## src/rtl/apwm_pkg.sv

```systemverilog
package apwm_pkg;
  localparam int CTRL_W   = 16;
  localparam int ADDR_W   = 3;
  localparam int RUN_BIT  = 4;
  localparam int MODE_BIT = 9;
  localparam int POL_BIT  = 10;

  typedef enum logic [ADDR_W-1:0] {
    A_CTRL   = 3'd0,
    A_PER    = 3'd1,
    A_CMP    = 3'd2,
    A_PER_SH = 3'd3,
    A_CMP_SH = 3'd4
  } reg_addr_e;
endpackage

```

## src/rtl/apwm_regs.sv

```systemverilog
module apwm_regs
  import apwm_pkg::*;
#(
  parameter int CNT_W = 32
) (
  input  logic              clk,
  input  logic              rst,
  input  logic              we,
  input  logic [ADDR_W-1:0] addr,
  input  logic [CNT_W-1:0]  wdata,
  input  logic              wrap,
  output logic              run,
  output logic              mode,
  output logic              pol,
  output logic [CNT_W-1:0]  per_act,
  output logic [CNT_W-1:0]  cmp_act,
  output logic [CNT_W-1:0]  rdata
);
  localparam int PAD_W = CNT_W - CTRL_W;

  logic [CTRL_W-1:0] ctrl;
  logic [CNT_W-1:0]  per_sh;
  logic [CNT_W-1:0]  cmp_sh;
  logic [CNT_W-1:0]  rd_mux;

  assign run  = ctrl[RUN_BIT];
  assign mode = ctrl[MODE_BIT];
  assign pol  = ctrl[POL_BIT];

  always_ff @(posedge clk) begin
    if (rst) begin
      ctrl    <= '0;
      per_sh  <= '0;
      cmp_sh  <= '0;
      per_act <= '0;
      cmp_act <= '0;
    end else begin
      if (we && addr == A_CTRL)   ctrl   <= wdata[CTRL_W-1:0];
      if (we && addr == A_PER_SH) per_sh <= wdata;
      if (we && addr == A_CMP_SH) cmp_sh <= wdata;
      if (wrap) begin
        per_act <= per_sh;
        cmp_act <= cmp_sh;
      end else if (!run) begin
        if (we && addr == A_PER) per_act <= wdata;
        if (we && addr == A_CMP) cmp_act <= wdata;
      end
    end
  end

  always_comb begin
    case (addr)
      A_CTRL:   rd_mux = {{PAD_W{1'b0}}, ctrl};
      A_PER:    rd_mux = per_act;
      A_CMP:    rd_mux = cmp_act;
      A_PER_SH: rd_mux = per_sh;
      A_CMP_SH: rd_mux = cmp_sh;
      default:  rd_mux = '0;
    endcase
  end

  always_ff @(posedge clk) begin
    if (rst) rdata <= '0;
    else     rdata <= rd_mux;
  end


  shadow_xfer_chk: assert property (@(posedge clk) disable iff (rst)
    wrap |=> (per_act == $past(per_sh)) && (cmp_act == $past(cmp_sh)));


  active_frozen_chk: assert property (@(posedge clk) disable iff (rst)
    (run && !wrap) |=> $stable(per_act) && $stable(cmp_act));
endmodule

```

## src/rtl/apwm_counter.sv

```systemverilog
module apwm_counter #(
  parameter int CNT_W = 32
) (
  input  logic             clk,
  input  logic             rst,
  input  logic             run,
  input  logic [CNT_W-1:0] per,
  output logic [CNT_W-1:0] cnt,
  output logic             wrap
);
  assign wrap = run && (cnt >= per);

  always_ff @(posedge clk) begin
    if (rst)       cnt <= '0;
    else if (wrap) cnt <= '0;
    else if (run)  cnt <= cnt + 1'b1;
  end


  cnt_hold_chk: assert property (@(posedge clk) disable iff (rst)
    !run |=> $stable(cnt));


  cnt_wrap_chk: assert property (@(posedge clk) disable iff (rst)
    (run && cnt >= per) |=> (cnt == '0));
endmodule

```

## src/rtl/apwm_outgen.sv

```systemverilog
module apwm_outgen #(
  parameter int CNT_W = 32
) (
  input  logic             clk,
  input  logic             rst,
  input  logic             mode,
  input  logic             pol,
  input  logic [CNT_W-1:0] cnt,
  input  logic [CNT_W-1:0] cmp,
  input  logic [CNT_W-1:0] per,
  output logic             pwm_out
);
  logic hi_phase;

  assign hi_phase = (cnt < cmp) || (cmp >= per);

  always_ff @(posedge clk) begin
    if (rst) pwm_out <= 1'b0;
    else     pwm_out <= mode ? (hi_phase ^ pol) : 1'b0;
  end


  mode_low_chk: assert property (@(posedge clk) disable iff (rst)
    !mode |=> !pwm_out);


  zero_duty_chk: assert property (@(posedge clk) disable iff (rst)
    (mode && !pol && cmp == '0 && per != '0) |=> !pwm_out);
endmodule

```

## src/rtl/apwm_shadow_pwm.sv

```systemverilog
module apwm_shadow_pwm
  import apwm_pkg::*;
#(
  parameter int CNT_W = 32
) (
  input  logic              clk,
  input  logic              rst,
  input  logic              reg_we,
  input  logic [ADDR_W-1:0] reg_addr,
  input  logic [CNT_W-1:0]  reg_wdata,
  output logic [CNT_W-1:0]  reg_rdata,
  output logic              pwm_out
);
  logic             run, mode, pol, wrap;
  logic [CNT_W-1:0] per_act, cmp_act, cnt;

  apwm_regs #(.CNT_W(CNT_W)) u_regs (
    .clk(clk), .rst(rst), .we(reg_we), .addr(reg_addr), .wdata(reg_wdata),
    .wrap(wrap), .run(run), .mode(mode), .pol(pol),
    .per_act(per_act), .cmp_act(cmp_act), .rdata(reg_rdata)
  );

  apwm_counter #(.CNT_W(CNT_W)) u_cnt (
    .clk(clk), .rst(rst), .run(run), .per(per_act), .cnt(cnt), .wrap(wrap)
  );

  apwm_outgen #(.CNT_W(CNT_W)) u_out (
    .clk(clk), .rst(rst), .mode(mode), .pol(pol), .cnt(cnt),
    .cmp(cmp_act), .per(per_act), .pwm_out(pwm_out)
  );
endmodule

```

## config.mk

```make
export PLATFORM = sky130hd
export DESIGN_NAME = apwm_shadow_pwm
export DESIGN_NICKNAME = d
export VERILOG_FILES = /design/src/rtl/apwm_pkg.sv /design/src/rtl/apwm_regs.sv /design/src/rtl/apwm_counter.sv /design/src/rtl/apwm_outgen.sv /design/src/rtl/apwm_shadow_pwm.sv
export SDC_FILE = /design/constraint.sdc
export NUM_CORES = 1
export LEC_CHECK = 0
export ABC_CLOCK_PERIOD_IN_PS = 8800
export BUFFER_PORTS_ARGS = -buffer_cell sky130_fd_sc_hd__buf_4
export CORE_MARGIN = 3
export CORE_UTILIZATION = 52
export CTS_BUF_LIST = sky130_fd_sc_hd__clkbuf_4
export DETAILED_ROUTE_END_ITERATION = 10
export MAX_ROUTING_LAYER = met4
export PLACE_DENSITY = 0.7
export REMOVE_ABC_BUFFERS = 1
export SLEW_MARGIN = 10
export SYNTH_ARGS = -nofsm -noshare
export SYNTH_HDL_FRONTEND = slang
export SYNTH_HIERARCHICAL = 1
export SYNTH_SLANG_ARGS = --single-unit
```

## constraint.sdc

```tcl
create_clock -name clk -period 8.8 [get_ports clk]
set_input_delay 1.76 -clock clk [delete_from_list [all_inputs] [get_ports clk]]
set_output_delay 1.76 -clock clk [all_outputs]
set_load 0.02 [all_outputs]
```

# After elaboration in Yosys (flattened, before gate mapping)
# Index checks and enable logic that the tools add are counted.
# W data, S select, Z words.
# op_classes
muxes	7
n_eq_ne	5
reduce_logical	14
bitwise	2
n_addsub	1
n_lt_le_gt_ge	3
# op_table
cell	count
$mux W32	6
$pmux W32 S5	1
$ge A32 B32 Y1	2
$add A32 B1 Y32 const B	1
$lt A32 B32 Y1	1
$eq A3 B2 Y1 const B	2
$logic_and A1 B1 Y1	6
$reduce_and A2 Y1	2
$reduce_bool A2 Y1	2
$reduce_or A2 Y1	2
$eq A3 B1 Y1 const B	1
$eq A3 B3 Y1 const B	1
$logic_not A3 Y1	1
$ne A2 B1 Y1 const B	1
$logic_or A1 B1 Y1	1
$not A1 Y1	1
$xor A1 B1 Y1	1
# word_totals
output_inout_bits	33
inputBits	38
regBits	209

# Depth between registers and ports, before layout
# depth
word_depth	5
mapped_depth	13
mapped_depth_nobuf	10

# Hierarchy
# Netlist, hierarchy kept.
# by_module_without_submodules
mod	n_inst	area_per_inst_um2	cells_per_inst	seq_area_each_um2
apwm_regs	1	8160.3	992	3523.4
apwm_counter	1	2423.6	278	640.6
apwm_outgen	1	1607.8	222	20.0

# Least setup slack after synthesis
# No wires, ideal clock.
# synth_timing
path_kind	reg2reg
startpoint	reg u_cnt.cnt[0]
endpoint	reg u_regs.per_act[0]
stages_incl_launch_ff	14
required_time_ns	8.668
setup_slack_ns	5.718
n_path_buf	4
arrival_time_ns	2.950
path_cell_list	dfxtp_1 > inv_1 > ha_1 > nand2b_4 > a2111o_1 > a32o_1 > o41ai_2 > a21boi_2 > buf_6 > buf_2 > clkbuf_1 > clkbuf_1 > a32oi_1 > a21oi_1
# synth_via
elab_chain_len	4
word_cells_on_any_way	6
# synth_rtl
element	line_no	text
from (decl)	apwm_counter.sv:8	output logic [CNT_W-1:0] cnt,
from (signal assigned)	apwm_counter.sv:16	else if (run) cnt <= cnt + 1'b1;
$ge A32 B32 Y1 (*)	apwm_counter.sv:11	assign wrap = run && (cnt >= per);
$logic_and A1 B1 Y1 (*)	apwm_counter.sv:11	
named net wrap	apwm_shadow_pwm.sv:14	logic run, mode, pol, wrap;
$ne A2 B1 Y1 (no line) / $reduce_bool A2 Y1 (equally long branches)	--	
$reduce_and A2 Y1 (no line)	--	
to (signal assigned)	apwm_regs.sv:42	per_act <= per_sh;
to (signal assigned)	apwm_regs.sv:45	if (we && addr == A_PER) per_act <= wdata;
to (decl)	apwm_regs.sv:15	output logic [CNT_W-1:0] per_act,
# The timed path passes the listed nets; every way through them passes the cells marked *.
# A chain may end at the register's enable or synchronous reset.

# Worst setup path after layout
# layout_timing
startpoint	reg u_regs.per_act[25]
endpoint	reg u_regs.cmp_act[24]
# layout_via
elab_chain_len	4
word_cells_on_any_way	6
# layout_rtl
element	line_no	text
$ge A32 B32 Y1 (*)	apwm_counter.sv:11	
$logic_and A1 B1 Y1 (*)	apwm_counter.sv:11	
named net wrap	apwm_shadow_pwm.sv:14	
$ne A2 B1 Y1 (no line) / $reduce_bool A2 Y1 (equally long branches)	--	
$reduce_and A2 Y1 (no line)	--	
to (signal assigned)	apwm_regs.sv:43	cmp_act <= cmp_sh;
to (signal assigned)	apwm_regs.sv:46	if (we && addr == A_CMP) cmp_act <= wdata;
to (decl)	apwm_regs.sv:16	output logic [CNT_W-1:0] cmp_act,
# Marked as above.

==> results.cfg <==
[run_status]
status = completed

[route]
routed_via_density = 6.01
drc = 0
wl_um = 35600
dr_total_vias = 11200
dr.pass1.iters = 7
drt_iter0_markers = 1141
antenna_left = 0
wire_per_inst_um = 19.1

[pwr]
p_sw_uw = 575
ir_drop_v = 0.0000855
pwr-share-clk_pct = 40.2
p_int_mw = 1.45
seqPwrFrac_pct = 48.7
p_sw_share_pct = 28.4
power.density_nw_per_um2 = 151
combPwrFrac_pct = 11.1
leakagePower_nw = 4.78

[global_routing]
grt_pass1_vias = 10600
grt.total_usage_pct = 28.0
grt_start_max_net_pins = 112
grt_pass1_wl_um = 57000
antenna_found_initial = 2
grt.overflow.total = 0

[synth]
netlist.area_leader.share_pct = 34.3
synth_seq_cells = 209
synth-xor-area-share_pct = 2.08
synth_top_family_by_area = compound AO/OA/AOI/OAI gates
synth_simple_gate_area_share_pct = 21.1
synth_area_um2 = 12200
synth_area_leaders = dfxtp_1 (34%), ha_1 (9.9%), a21oi_1 (7.3%)
yosys.area.top_type = dfxtp_1
async_flop_share_pct = 0
synthCells = 1492
syn_avg_cell_area_um2 = 8.17
synth_compound_area_share_pct = 22.6
synth_edf_count = 0
synth.mux.area_fraction_pct = 1.40
synth_ff_type = dfxtp_1
ys_seq_area_share_pct = 34.3
synth.distinct_cells = 65
yosysWarnings = 6
synth_adder_area_share_pct = 9.85

[sta]
hold_viol_final = 0
rsz0062_at_grt = no
finalSetupViolCount = 0
finalClockSkew_ns = 0.0428
fmax_ghz = 0.235
finalCritPeriodShare_pct = 48.3
fin_crit_ns = 4.25
worst_pin_slew_ns = 1.21
fin_tns_setup_ns = 0
slew_viol_final = 0
slew_headroom_pct = 19.5

[hold_path]
min_to = u_regs/ctrl[1]
hp-class = reg2reg
whs_path_depth = 2
min_from = u_regs/ctrl[1]

[run]
cap_violations = 0

[placed_design]
hpwl_um = 22300
gp_congestion = 0.859
numPortBuffers = 70
placed_area_um2 = 12700

[cells_and_area]
fin_area_um2 = 13400
n_fill_cell = 2164
areaGrowthSynthToFinish_pct = 9.59
nNetsFinal = 1648
drive_above_1_share_pct = 13.8

[worst_setup_path]
crit_fanout = 111
r2r_start = u_regs/per_act[25]
worst_setup_path_end_kind = flip-flop
start_kind = flip-flop
r2r-end = u_regs/cmp_act[24]
crit_required_ns = 9.41
path_class = reg2reg
r2r_slack_ns = 4.55
crit_arrival_ns = 4.86
r2r_cells = 10

[floorplan]
die_y_um = 159
start_util_pct = 53.4
die-area_um2 = 25300
std_cell_rows = 55
dieWidth_um = 159
pin_count = 71
fp.coreArea_um2 = 22800

[clock_tree]
post_cts_buffers = 0
cts_tree = done
cts_sinks = 209
hold_buffers = 0
cts_buffers = 56
htreeDepth = 2
clk_latency_ns = 0.71
cts-resized-gates = 0
cts.clk_slew.worst_paths_ns = 0.07
cts_max_path_buffers = 3
root_buffer = clkbuf_4
final cells by class:
class / count / area [um^2] / area share [%]
Antenna cell: 2 / 5.00 / 0.0375
Inverter: 131 / 492 / 3.68
Timing Repair Buffer: 83 / 627 / 4.69
Multi-Input combinational cell: 1033 / 7010 / 52.5
Tap cell: 313 / 392 / 2.93
Clock inverter: 14 / 65.1 / 0.487
Sequential cell: 209 / 4180 / 31.3
Clock buffer: 78 / 586 / 4.38
state kept, by name, summed over array words and instances, names as in the netlist:
name / flops
u_regs/ctrl: 16
u_out/pwm_out: 1
u_regs/rdata: 32
u_cnt/cnt: 32
u_regs/per_act: 32
u_regs/per_sh: 32
u_regs/cmp_sh: 32
u_regs/cmp_act: 32
logic make-up (layout without fill, tap and decap cells):
logic type                 Yosys count  count (layout)
and+or+nand+nor                    455             455
other                                0               2
adders and majority gates           96              96
buffers and inverters              250             306
xor gates and xnor gates            29              29
AOI/OAI and AO/OA                  436             436
DFF                                209             209
muxes                               17              17
worst max-delay path, stage by stage, from the launching register on:
cell      delay, ns
dfxtp_1        0.46
inv_1          0.08
ha_1           0.30
nand4_1        0.16
nor4_1         0.53
o41ai_2        0.26
a21boi_4       0.19
buf_4          0.60
buf_4          0.98
a31oi_1        0.12
a221oi_1       0.33
Yosys cell counts, types with 25 or more instances:
cell type,number
a21o_1,25
a21oi_1,179
a221oi_1,34
a31oi_1,34
a32oi_1,48
buf_2,38
clkbuf_1,65
dfxtp_1,209
ha_1,96
inv_1,131
nand2_1,189
nand3b_1,65
nor2_1,32
nor2b_1,35
nor3_2,29
o21ai_0,68
layer usage:
| layer | global-route usage (%) | part of all wire (%) | vias to the layer above | wire, um |
|---|---|---|---|---|
| met1 | 38.9 | 45 | 5258 | 16100 |
| met2 | 41.6 | 44 | 477 | 15700 |
| met3 | 4.55 | 8.1 | 73 | 2890 |
| met5 | - | 0 | - | 0 |
| met4 | 9.15 | 2.3 | 0 | 824 |
| li1 | - | - | 5387 | - |
worst max path at each step:
stage                                  start            endpoint  slack [ns]  cells after the start
after floorplan           u_regs/per_act[27]   u_regs/per_act[0]        1.51                      9
after global placement           reg_addr[0]  u_regs/per_act[28]        4.15                      5
after detailed placement         reg_addr[0]  u_regs/per_act[25]        4.13                      5
after CTS                 u_regs/per_act[27]   u_regs/cmp_act[9]        4.66                     10
after global routing      u_regs/per_act[26]  u_regs/per_act[23]        4.37                     11
final                     u_regs/per_act[25]  u_regs/cmp_act[24]        4.55                     10
stage by stage:
| stage | total power [mW] | utilization [%] | instances | setup WS (ns) | hold slack, ns |
|---|---|---|---|---|---|
| 4_1_cts | 2.03 | 58.5 | 1861 | 4.66 | 0.451 |
| 5_1_grt | 2.11 | 58.5 | 1863 | 4.37 | 0.472 |
| 2_1_floorplan | 1.11 | - | 1373 | 1.51 | 0.425 |
| 6_report | 2.02 | 58.5 | 1863 | 4.55 | 0.450 |
| 3_5_place_dp | 1.22 | 55.6 | 1769 | 4.13 | 0.442 |
| 3_3_place_gp | 1.22 | 55.6 | 1769 | 4.15 | 0.438 |
power groups by stage:
stage               clock network (mW)  registers [mW]  logic [mW]
finish                           0.814           0.985       0.224
global route                     0.886           0.986       0.242
CTS                              0.830           0.984       0.220
detailed placement                   0            1.01       0.219
global placement                     0            1.00       0.215
floorplan                            0           0.997       0.113
layout by cell type, fill, tap and decap left out, drive strengths merged, types with 17 or more instances in the layout:
cell type / n
ha: 96
nor3b: 18
a221oi: 34
nand3b: 65
dfxtp: 209
nand3: 20
a21oi: 180
buf: 83
a31oi: 34
nand2: 189
clkbuf: 78
nand4: 22
nor3: 35
nor2b: 35
nor2: 32
a32oi: 48
inv: 133
a21o: 25
mux2i: 17
o21ai: 78
xor2: 20
Note: power is estimated with default switching activity, not from simulation.
